==> src/rtl/sdi_pkg.sv <==
package sdi_pkg;
  // bundle of the asynchronous serial pins after synchronisation
  typedef struct packed {
    logic sclk;
    logic sdata;
    logic frame_n;
    logic load_n;
  } sdi_lines_t;

  localparam int LINES_W = $bits(sdi_lines_t);
  // idle levels of the pins: clocks low, frame and load inactive (high)
  localparam sdi_lines_t LINES_IDLE = '{sclk: 1'b0, sdata: 1'b0, frame_n: 1'b1, load_n: 1'b1};
endpackage

==> src/rtl/sdi_sync.sv <==
module sdi_sync #(
  parameter int STAGES = 2
) (
  input  logic                clk,
  input  logic                rst,
  input  sdi_pkg::sdi_lines_t din,
  output sdi_pkg::sdi_lines_t dout
);
  sdi_pkg::sdi_lines_t pipe [STAGES];

  generate
    for (genvar g = 0; g < STAGES; g++) begin : g_stage
      if (g == 0) begin : g_first
        always_ff @(posedge clk) begin
          if (rst) pipe[g] <= sdi_pkg::LINES_IDLE;
          else     pipe[g] <= din;
        end
      end else begin : g_next
        always_ff @(posedge clk) begin
          if (rst) pipe[g] <= sdi_pkg::LINES_IDLE;
          else     pipe[g] <= pipe[g-1];
        end
      end
    end
  endgenerate

  assign dout = pipe[STAGES-1];
endmodule

==> src/rtl/sdi_shift.sv <==
module sdi_shift #(
  parameter int WORD_W = 16
) (
  input  logic              clk,
  input  logic              rst,
  input  logic              sclk_rise,
  input  logic              sdata_s,
  input  logic              frame_n_s,
  input  logic              frame_end,
  output logic [WORD_W-1:0] word,
  output logic              err
);
  localparam int CNT_W = $clog2(WORD_W + 2);
  localparam logic [CNT_W-1:0] CNT_FULL = CNT_W'(WORD_W);
  localparam logic [CNT_W-1:0] CNT_OVER = CNT_W'(WORD_W + 1);

  logic [WORD_W-1:0] shreg;
  logic [CNT_W-1:0]  cnt;
  logic              take;

  assign take = sclk_rise && !frame_n_s;

  always_ff @(posedge clk) begin
    if (rst) begin
      shreg <= '0;
      cnt   <= '0;
    end else if (frame_end) begin
      cnt <= '0;
    end else if (take) begin
      shreg <= {shreg[WORD_W-2:0], sdata_s};
      if (cnt != CNT_OVER) cnt <= cnt + 1'b1;
    end
  end

  always_ff @(posedge clk) begin
    if (rst) begin
      word <= '0;
      err  <= 1'b0;
    end else if (frame_end) begin
      if (cnt == CNT_FULL) begin
        word <= shreg;
        err  <= 1'b0;
      end else begin
        err  <= 1'b1;
      end
    end
  end


  shreg_hold_chk: assert property (@(posedge clk) disable iff (rst)
    !take |=> $stable(shreg));

  word_commit_chk: assert property (@(posedge clk) disable iff (rst)
    !(frame_end && cnt == CNT_FULL) |=> $stable(word));

  err_rise_chk: assert property (@(posedge clk) disable iff (rst)
    $rose(err) |-> $past(frame_end));
endmodule

==> src/rtl/sdi_loadgen.sv <==
module sdi_loadgen (
  input  logic clk,
  input  logic rst,
  input  logic sclk_rise,
  input  logic frame_n_s,
  output logic strobe
);
  // one serial-clock delay of the frame line
  always_ff @(posedge clk) begin
    if (rst)            strobe <= 1'b1;
    else if (sclk_rise) strobe <= frame_n_s;
  end


  strobe_step_chk: assert property (@(posedge clk) disable iff (rst)
    !sclk_rise |=> $stable(strobe));
endmodule

==> src/rtl/sdi_code_reg.sv <==
module sdi_code_reg #(
  parameter int WORD_W       = 16,
  parameter int SYNC_STAGES  = 2,
  parameter bit USE_LOAD_GEN = 1'b0
) (
  input  logic              clk,
  input  logic              rst,
  input  logic              sclk,
  input  logic              sdata,
  input  logic              frame_n,
  input  logic              load_n,
  output logic [WORD_W-1:0] dac_code,
  output logic              frame_err,
  output logic              load_strobe
);
  sdi_pkg::sdi_lines_t pins, pins_s;
  logic sclk_d, frame_d;
  logic sclk_rise, frame_end;
  logic [WORD_W-1:0] rank1;
  logic load_eff;

  assign pins = '{sclk: sclk, sdata: sdata, frame_n: frame_n, load_n: load_n};

  sdi_sync #(.STAGES(SYNC_STAGES)) u_sync (
    .clk(clk), .rst(rst), .din(pins), .dout(pins_s)
  );

  always_ff @(posedge clk) begin
    if (rst) begin
      sclk_d  <= 1'b0;
      frame_d <= 1'b1;
    end else begin
      sclk_d  <= pins_s.sclk;
      frame_d <= pins_s.frame_n;
    end
  end

  assign sclk_rise = pins_s.sclk && !sclk_d;
  assign frame_end = pins_s.frame_n && !frame_d;

  sdi_shift #(.WORD_W(WORD_W)) u_shift (
    .clk(clk), .rst(rst), .sclk_rise(sclk_rise), .sdata_s(pins_s.sdata),
    .frame_n_s(pins_s.frame_n), .frame_end(frame_end),
    .word(rank1), .err(frame_err)
  );

  generate
    if (USE_LOAD_GEN) begin : g_gen
      sdi_loadgen u_lgen (
        .clk(clk), .rst(rst), .sclk_rise(sclk_rise),
        .frame_n_s(pins_s.frame_n), .strobe(load_eff)
      );
    end else begin : g_ext
      assign load_eff = pins_s.load_n;
    end
  endgenerate

  // second rank: transparent while load is low
  always_ff @(posedge clk) begin
    if (rst)            dac_code <= '0;
    else if (!load_eff) dac_code <= rank1;
  end

  assign load_strobe = load_eff;


  code_freeze_chk: assert property (@(posedge clk) disable iff (rst)
    load_eff |=> $stable(dac_code));
endmodule

==> config.mk <==
export PLATFORM = sky130hd
export DESIGN_NAME = sdi_code_reg
export DESIGN_NICKNAME = d
export VERILOG_FILES = /design/src/rtl/sdi_pkg.sv /design/src/rtl/sdi_sync.sv /design/src/rtl/sdi_shift.sv /design/src/rtl/sdi_loadgen.sv /design/src/rtl/sdi_code_reg.sv
export SDC_FILE = /design/constraint.sdc
export NUM_CORES = 1
export LEC_CHECK = 0
export ABC_AREA = 0
export BUFFER_PORTS_ARGS = -buffer_cell sky130_fd_sc_hd__clkbuf_2
export CAP_MARGIN = 30
export CORE_UTILIZATION = 25
export CTS_BUF_LIST = sky130_fd_sc_hd__clkbuf_16
export CTS_CLUSTER_DIAMETER = 120
export DETAILED_ROUTE_END_ITERATION = 8
export PLACE_DENSITY = 0.51
export RECOVER_POWER = 50
export SLEW_MARGIN = 20
export SYNTH_ARGS = -nofsm -noshare
export SYNTH_HDL_FRONTEND = slang
export SYNTH_SLANG_ARGS = --single-unit
==> constraint.sdc <==
create_clock -name clk -period 1.7 [get_ports clk]
set_clock_uncertainty 0.1 [all_clocks]
set_input_delay 0.085 -clock clk [delete_from_list [all_inputs] [get_ports clk]]
set_output_delay 0.085 -clock clk [all_outputs]
set_load 0.05 [all_outputs]
==> impl_metrics.env, run 1 <==
export IMPL_synth_top_area_share_pct=52.6
export IMPL_synth_warning_count=0
export IMPL_hold_viol_final=0
export IMPL_timing_final_crit_share_pct=89.2
export IMPL_synth_top_cells_by_area="sky130_fd_sc_hd__dfxtp_1 (53%), sky130_fd_sc_hd__mux2i_1 (14%), sky130_fd_sc_hd__nand2b_1 (8.5%)"
export IMPL_syn_inst=248
export IMPL_fin_total_pwr_mw=3.21
export IMPL_clock_fmax_mhz=660
export IMPL_postCtsHoldBufs=5
export IMPL_worstMarginPinSlew_ns=0.604
export IMPL_clock_tree_root_cell="sky130_fd_sc_hd__clkbuf_16"
export IMPL_grt_pass1_wl_um=7180
export IMPL_synth_most_common_cell="sky130_fd_sc_hd__dfxtp_1"
export IMPL_depth_of_the_cts_h_tree=3
export IMPL_synth_async_sr_flop_share_pct=0
export IMPL_clock_insertion_delay_at_the_later_pin_of_the_skew_report_ns=0.32
export IMPL_crit_path_start_kind="register"
export IMPL_power_per_cell_area_nw_per_um2=1060
export IMPL_cp_startpoint="u_sync.pipe[1][1]"
export IMPL_max_vdd_ir_drop_v=0.000544
export IMPL_postSynthNetCount=257
export IMPL_timing_max_cap_violations=0
export IMPL_place_hpwl_um=2570
export IMPL_cts_repair_timing_setup_buffer_count=0
export IMPL_worstPathRequired_ns=1.85
export IMPL_timing_worst_setup_path_type="reg -> reg"
export IMPL_areaGrowthSynthToFinish_pct=24.5
export IMPL_drt_iter0_markers=59
export IMPL_yosys_cell_types_count=30
export IMPL_ys_seq_elements=64
export IMPL_status="completed"
export IMPL_met3_usage_pct=3.81
export IMPL_fp_dieArea_sq_um=10100
export IMPL_r2r_start="u_sync.pipe[1][1]"
export IMPL_yosysSeqAreaShare_pct=52.6
export IMPL_synth_cells_most_frequent="sky130_fd_sc_hd__dfxtp_1 (64), sky130_fd_sc_hd__mux2i_1 (33), sky130_fd_sc_hd__nand2b_1 (33)"
export IMPL_cell_type_with_the_highest_aggregate_area_in_the_netlist="sky130_fd_sc_hd__dfxtp_1"
export IMPL_met1_track_demand_over_resource_pct=10.9
export IMPL_die_width_um=101
export IMPL_total_routing_resource_utilization_after_global_routing_pct=9.27
export IMPL_totalWireLength_um=4160
export IMPL_row_count=35
export IMPL_antenna_cells=0
export IMPL_clockBufferDepth=2
export IMPL_setup_violations_final=0
export IMPL_grt_met2_usage_pct=14.9
export IMPL_post_layout_net_count=290
export IMPL_fillerInstances=975
export IMPL_gp_congestion=0.629
export IMPL_syn_area_per_cell_sq_um=9.81
export IMPL_cp_arrival_ns=1.66
export IMPL_hp_class="reg -> reg"
export IMPL_crit_reg2reg_capture="u_shift.cnt[3]"
export IMPL_period_minus_slack_ns=1.52
export IMPL_dieHeight_um=101
export IMPL_setup_repair_after_global_routing_missed_its_margin="no"
export IMPL_critPathMaxFanout=9
export IMPL_timing_max_slew_rel_slack_pct=59.9
export IMPL_drt_wirelength_per_cell_um=10.0
export IMPL_detailed_routing_iterations_pass_1=4
export IMPL_finish_utilization_pct=32.5
export IMPL_grt_overflow_total=0
export IMPL_synth_flop_cell="sky130_fd_sc_hd__dfxtp_1"
export IMPL_worst_r2r_path_depth=3
export IMPL_clock_sink_count=64
export IMPL_num_vias=1646
export IMPL_drc=0
export IMPL_cts_reportedPaths_clkPinSlew_ns=0.05
export IMPL_initial_utilization_pct=26.1
export IMPL_placeableCoreArea_sq_um=9330
export IMPL_final_max_slew_viol_count=0
export IMPL_number_of_enable_flip_flop_cells_after_synthesis=0
export IMPL_cts_resized=0
export IMPL_buffer_ports_inserted=23
export IMPL_ant_nets=0
export IMPL_antenna_found_initial=0
export IMPL_cts_tree="yes"
export IMPL_setup_tns_final_ns=0
export IMPL_globalRoute_busiestLayer="met2"
export IMPL_io_pins=24
export IMPL_grt_start_max_net_pins=40
export IMPL_cp_endpoint="u_shift.cnt[3]"
export IMPL_number_of_global_route_vias_before_repair=1572
export IMPL_layout_drive_gt1_share_pct=12.2
export IMPL_tritoncts_num_buffers=9
export IMPL_static_leakage_power_nw=1.11
export IMPL_r2r_slack_ns=0.18
export IMPL_route_detailed_vias_per_inst=3.97
export IMPL_netlist_area_sq_um=2430
export IMPL_worst_hold_margin_ns=0.316
export IMPL_crit_path_end_kind="register"
[stage by stage]
step	instances	setup slack [ns]	instance area, sq um
3_5_place_dp	394	0.184	2740
5_1_grt	415	0.0859	3030
3_3_place_gp	394	0.207	2740
4_1_cts	415	0.190	3050
6_report	415	0.184	3030
2_1_floorplan	248	0.0485	2430
[where the power goes]
part | internal, mW | switching, mW
Sequential | 1.51 | 0.00428
Clock | 0.968 | 0.629
Combinational | 0.0469 | 0.0501
Total | 2.53 | 0.683
[layout by cell type (no fill, tap or decap), types with 5 or more instances in the layout]
cell,count
sky130_fd_sc_hd__dfxtp_1,64
sky130_fd_sc_hd__nand2b_1,33
sky130_fd_sc_hd__mux2i_1,33
sky130_fd_sc_hd__nand2_1,32
sky130_fd_sc_hd__clkbuf_1,18
sky130_fd_sc_hd__a21oi_1,16
sky130_fd_sc_hd__nor2_1,16
sky130_fd_sc_hd__clkbuf_16,9
sky130_fd_sc_hd__nor2b_1,7
sky130_fd_sc_hd__buf_4,7
sky130_fd_sc_hd__or2_2,5
sky130_fd_sc_hd__dlygate4sd3_1,5
sky130_fd_sc_hd__clkbuf_2,5
[sequential cells by signal (all words and copies together), names as in the netlist]
signal / cells
u_shift.word: 16
dac_code: 16
u_shift.cnt: 5
sclk_d: 1
u_sync.pipe: 8
frame_d: 1
u_shift.err: 1
u_shift.shreg: 16
[cell families after synthesis]
| kind of cell | count (synthesis) | synth area share (%) |
|---|---|---|
| mux | 33 | 13.6 |
| flops | 64 | 52.6 |
| fa+ha+maj | 3 | 1.54 |
| buf+inv | 17 | 2.98 |
| compound gates | 24 | 5.55 |
| simple gates | 107 | 23.7 |
[worst max-delay path, cell delays in order, from the launching register on]
cell and delay, ns:
sky130_fd_sc_hd__dfxtp_1 0.33, sky130_fd_sc_hd__or3b_1 0.50, sky130_fd_sc_hd__or3_1 0.38, sky130_fd_sc_hd__a21boi_1 0.14
[how the worst min path moves through the flow]
stage | startpoint | cells after the start | endpoint
global route | u_sync.pipe[0][0] | 1 | u_sync.pipe[1][0]
detailed placement | frame_n | 2 | u_sync.pipe[0][1]
CTS | u_sync.pipe[0][0] | 1 | u_sync.pipe[1][0]
floorplan | load_n | 1 | u_sync.pipe[0][0]
global placement | load_n | 2 | u_sync.pipe[0][0]
finish | u_sync.pipe[0][0] | 1 | u_sync.pipe[1][0]
[metal layers]
metal	vias to the layer above	part of all wire [%]
li1	878	-
met1	738	49
met2	25	46
met3	5	3.6
met4	0	1.1
met5	-	0
[cell type report]
class                           instances  area (sq um)  share of cell area [%]
Multi-Input combinational cell        167          1080                    35.6
Sequential cell                        64          1280                    42.3
Clock buffer                            9           225                    7.43
Clock inverter                          7          40.0                    1.32
Inverter                                2          7.51                   0.248
Timing Repair Buffer                   37           235                    7.76
Tap cell                              129           161                    5.33
Power figures use the tool's default switching activity.
==> run 2: changes to the inputs <==
--- a/config.mk
+++ b/config.mk
@@ -8,11 +8,13 @@
 export ABC_AREA = 0
 export BUFFER_PORTS_ARGS = -buffer_cell sky130_fd_sc_hd__clkbuf_2
 export CAP_MARGIN = 30
+export CELL_PAD_IN_SITES_DETAIL_PLACEMENT = 2
+export CELL_PAD_IN_SITES_GLOBAL_PLACEMENT = 2
 export CORE_UTILIZATION = 25
 export CTS_BUF_LIST = sky130_fd_sc_hd__clkbuf_16
 export CTS_CLUSTER_DIAMETER = 120
 export DETAILED_ROUTE_END_ITERATION = 8
-export PLACE_DENSITY = 0.51
+export PLACE_DENSITY = 0.67
 export RECOVER_POWER = 50
 export SLEW_MARGIN = 20
 export SYNTH_ARGS = -nofsm -noshare
==> run 2 against run 1 <==
Count of clock-buffer cells in the layout stayed put. Sequential power hardly changed. Design area is 1.2% lower. Critical path depth stayed put. First-iteration DRC count is 56% lower. Final cell count is 0.48% lower. Largest cell class unchanged.
==> impl_metrics.env, run 2 (synthesized netlist as in run 1, its figures left out) <==
export IMPL_status="completed"
export IMPL_crit_path_top_delay_cell="sky130_fd_sc_hd__or3b_1"
export IMPL_cell_internal_pwr_mw=2.51
export IMPL_mostFrequentLayoutCell="sky130_fd_sc_hd__dfxtp_1"
export IMPL_worstPathRequired_ns=1.85
export IMPL_num_vias=1754
export IMPL_r2r_start="u_sync.pipe[1][1]"
export IMPL_grt_pass1_wl_um=8520
export IMPL_seqPwrFrac_pct=47.6
export IMPL_layout_top_registers="dac_code x16, u_shift.shreg x16, u_shift.word x16"
export IMPL_critPathMaxFanout=8
export IMPL_dieHeight_um=101
export IMPL_place_detailed_instances=394
export IMPL_grt_overflow_total=0
export IMPL_period_minus_slack_ns=1.56
export IMPL_crit_path_max_incr_delay_ns=0.51
export IMPL_post_layout_net_count=289
export IMPL_worstSetupPathDepth=3
export IMPL_static_leakage_power_nw=1.10
export IMPL_final_cell_count_without_fillers=413
export IMPL_clock_sink_count=64
export IMPL_most_frequent_cells_in_the_layout="sky130_fd_sc_hd__dfxtp_1 (64), sky130_fd_sc_hd__nand2b_1 (33), sky130_fd_sc_hd__mux2i_1 (33)"
export IMPL_hp_class="reg -> reg"
export IMPL_antenna_found_initial=0
export IMPL_gp_congestion=0.608
export IMPL_cp_arrival_ns=1.71
export IMPL_fin_total_pwr_mw=3.19
export IMPL_detailed_routing_iterations_pass_1=2
export IMPL_fp_dieArea_sq_um=10100
export IMPL_power_share_switching_pct=21.3
export IMPL_worst_r2r_path_depth=3
export IMPL_place_hpwl_um=3350
export IMPL_cp_startpoint="u_sync.pipe[1][1]"
export IMPL_die_width_um=101
export IMPL_buffer_ports_inserted=23
export IMPL_tritoncts_num_buffers=9
export IMPL_clock_insertion_delay_at_the_later_pin_of_the_skew_report_ns=0.32
export IMPL_grt_start_max_net_pins=47
export IMPL_timing_final_crit_share_pct=91.9
export IMPL_setup_repair_after_global_routing_missed_its_margin="no"
export IMPL_hold_viol_final=0
export IMPL_crit_path_end_kind="register"
export IMPL_cts_reportedPaths_clkPinSlew_ns=0.05
export IMPL_depth_of_the_cts_h_tree=3
export IMPL_number_of_global_route_vias_before_repair=1824
export IMPL_drt_iter0_markers=26
export IMPL_total_routing_resource_utilization_after_global_routing_pct=11.3
export IMPL_switching_power_mw=0.678
export IMPL_clock_tree_root_cell="sky130_fd_sc_hd__clkbuf_16"
export IMPL_antenna_cells=0
export IMPL_final_max_slew_viol_count=0
export IMPL_critical_path_buf_inv_count=0
export IMPL_route_detailed_vias_per_inst=4.25
export IMPL_drc=0
export IMPL_crit_reg2reg_capture="u_shift.cnt[0]"
export IMPL_cells_traversed_along_the_worst_timing_path="or3b_1, or3_1, a21boi_1"
export IMPL_areaGrowthSynthToFinish_pct=23.0
export IMPL_power_per_cell_area_nw_per_um2=1070
export IMPL_totalWireLength_um=5170
export IMPL_timing_max_slew_rel_slack_pct=32.8
export IMPL_crit_path_start_kind="register"
export IMPL_ant_nets=0
export IMPL_power_frac_comb_pct=3.0
export IMPL_cts_tree="yes"
export IMPL_row_count=35
export IMPL_cp_endpoint="u_shift.cnt[0]"
export IMPL_max_vdd_ir_drop_v=0.000299
export IMPL_cts_resized=0
export IMPL_layout_drive_gt1_share_pct=11.6
export IMPL_cts_repair_timing_setup_buffer_count=0
export IMPL_placeableCoreArea_sq_um=9330
export IMPL_setup_violations_final=0
export IMPL_drt_wirelength_per_cell_um=12.5
export IMPL_setup_tns_final_ns=0
export IMPL_clock_fmax_mhz=640
export IMPL_clkPwrFrac_pct=49.4
export IMPL_io_pins=24
export IMPL_worstMarginPinSlew_ns=1.01
export IMPL_initial_utilization_pct=26.1
export IMPL_critical_path_top_delay_family="simple AND/OR/NAND/NOR gates"
export IMPL_r2r_slack_ns=0.14
export IMPL_timing_max_cap_violations=0
export IMPL_clockBufferDepth=2
export IMPL_postCtsHoldBufs=4
export IMPL_timing_worst_setup_path_type="reg -> reg"
run 2: changes by cell type in the layout (fill, tap and decap cells not counted):
cell	delta
sky130_fd_sc_hd__clkbuf_1	+1
sky130_fd_sc_hd__buf_12	-1
sky130_fd_sc_hd__clkinvlp_4	-1
sky130_fd_sc_hd__clkinv_4	-1
sky130_fd_sc_hd__clkinv_2	+1
sky130_fd_sc_hd__dlygate4sd3_1	-1
run 2: worst min path at each step:
stage,slack [ns],to,depth (start not counted),start
after floorplan,0.09,u_sync.pipe[0][0],1,load_n
after global placement,0.17,u_sync.pipe[0][1],2,frame_n
after detailed placement,0.17,u_sync.pipe[0][1],2,frame_n
after CTS,0.18,u_shift.shreg[5],2,rst
after global routing,0.32,u_sync.pipe[1][0],1,u_sync.pipe[0][0]
final,0.31,u_sync.pipe[1][0],1,u_sync.pipe[0][0]
run 2: area by class of cell:
cell class              count  area, sq um
well taps                 129          161
repair buffers             36          209
clock buffers               9          225
clock inverters             6         28.8
inverters                   2         7.51
fillers                  1037         6330
multi-input cells         167         1080
flip-flops and latches     64         1280
run 2: through the flow:
stage                     area [sq um]  utilization [%]  hold slack, ns  worst slack, ns
after floorplan                   2430                -          0.0888           0.0485
after global placement            2730             29.2           0.171            0.215
after detailed placement          2730             29.2           0.173            0.163
after CTS                         3020             32.4           0.179            0.118
after global routing              2990             32.1           0.320           0.0483
final                             2990             32.1           0.306            0.137
run 2: per-layer routing:
| layer | vias up | GRT usage (%) | routed length (um) |
|---|---|---|---|
| met5 | - | 0 | 0 |
| met4 | 0 | 5.46 | 97 |
| met3 | 8 | 4.37 | 205 |
| met2 | 29 | 19.2 | 2520 |
| met1 | 840 | 12.3 | 2350 |
| li1 | 877 | - | - |
run 2: power groups by stage:
stage,Sequential [mW],Combinational [mW],Clock [mW]
floorplan,1.55,0.0584,0
CTS,1.52,0.100,1.64
global route,1.52,0.106,1.70
detailed placement,1.55,0.0935,0
finish,1.52,0.0963,1.58
global placement,1.55,0.0922,0
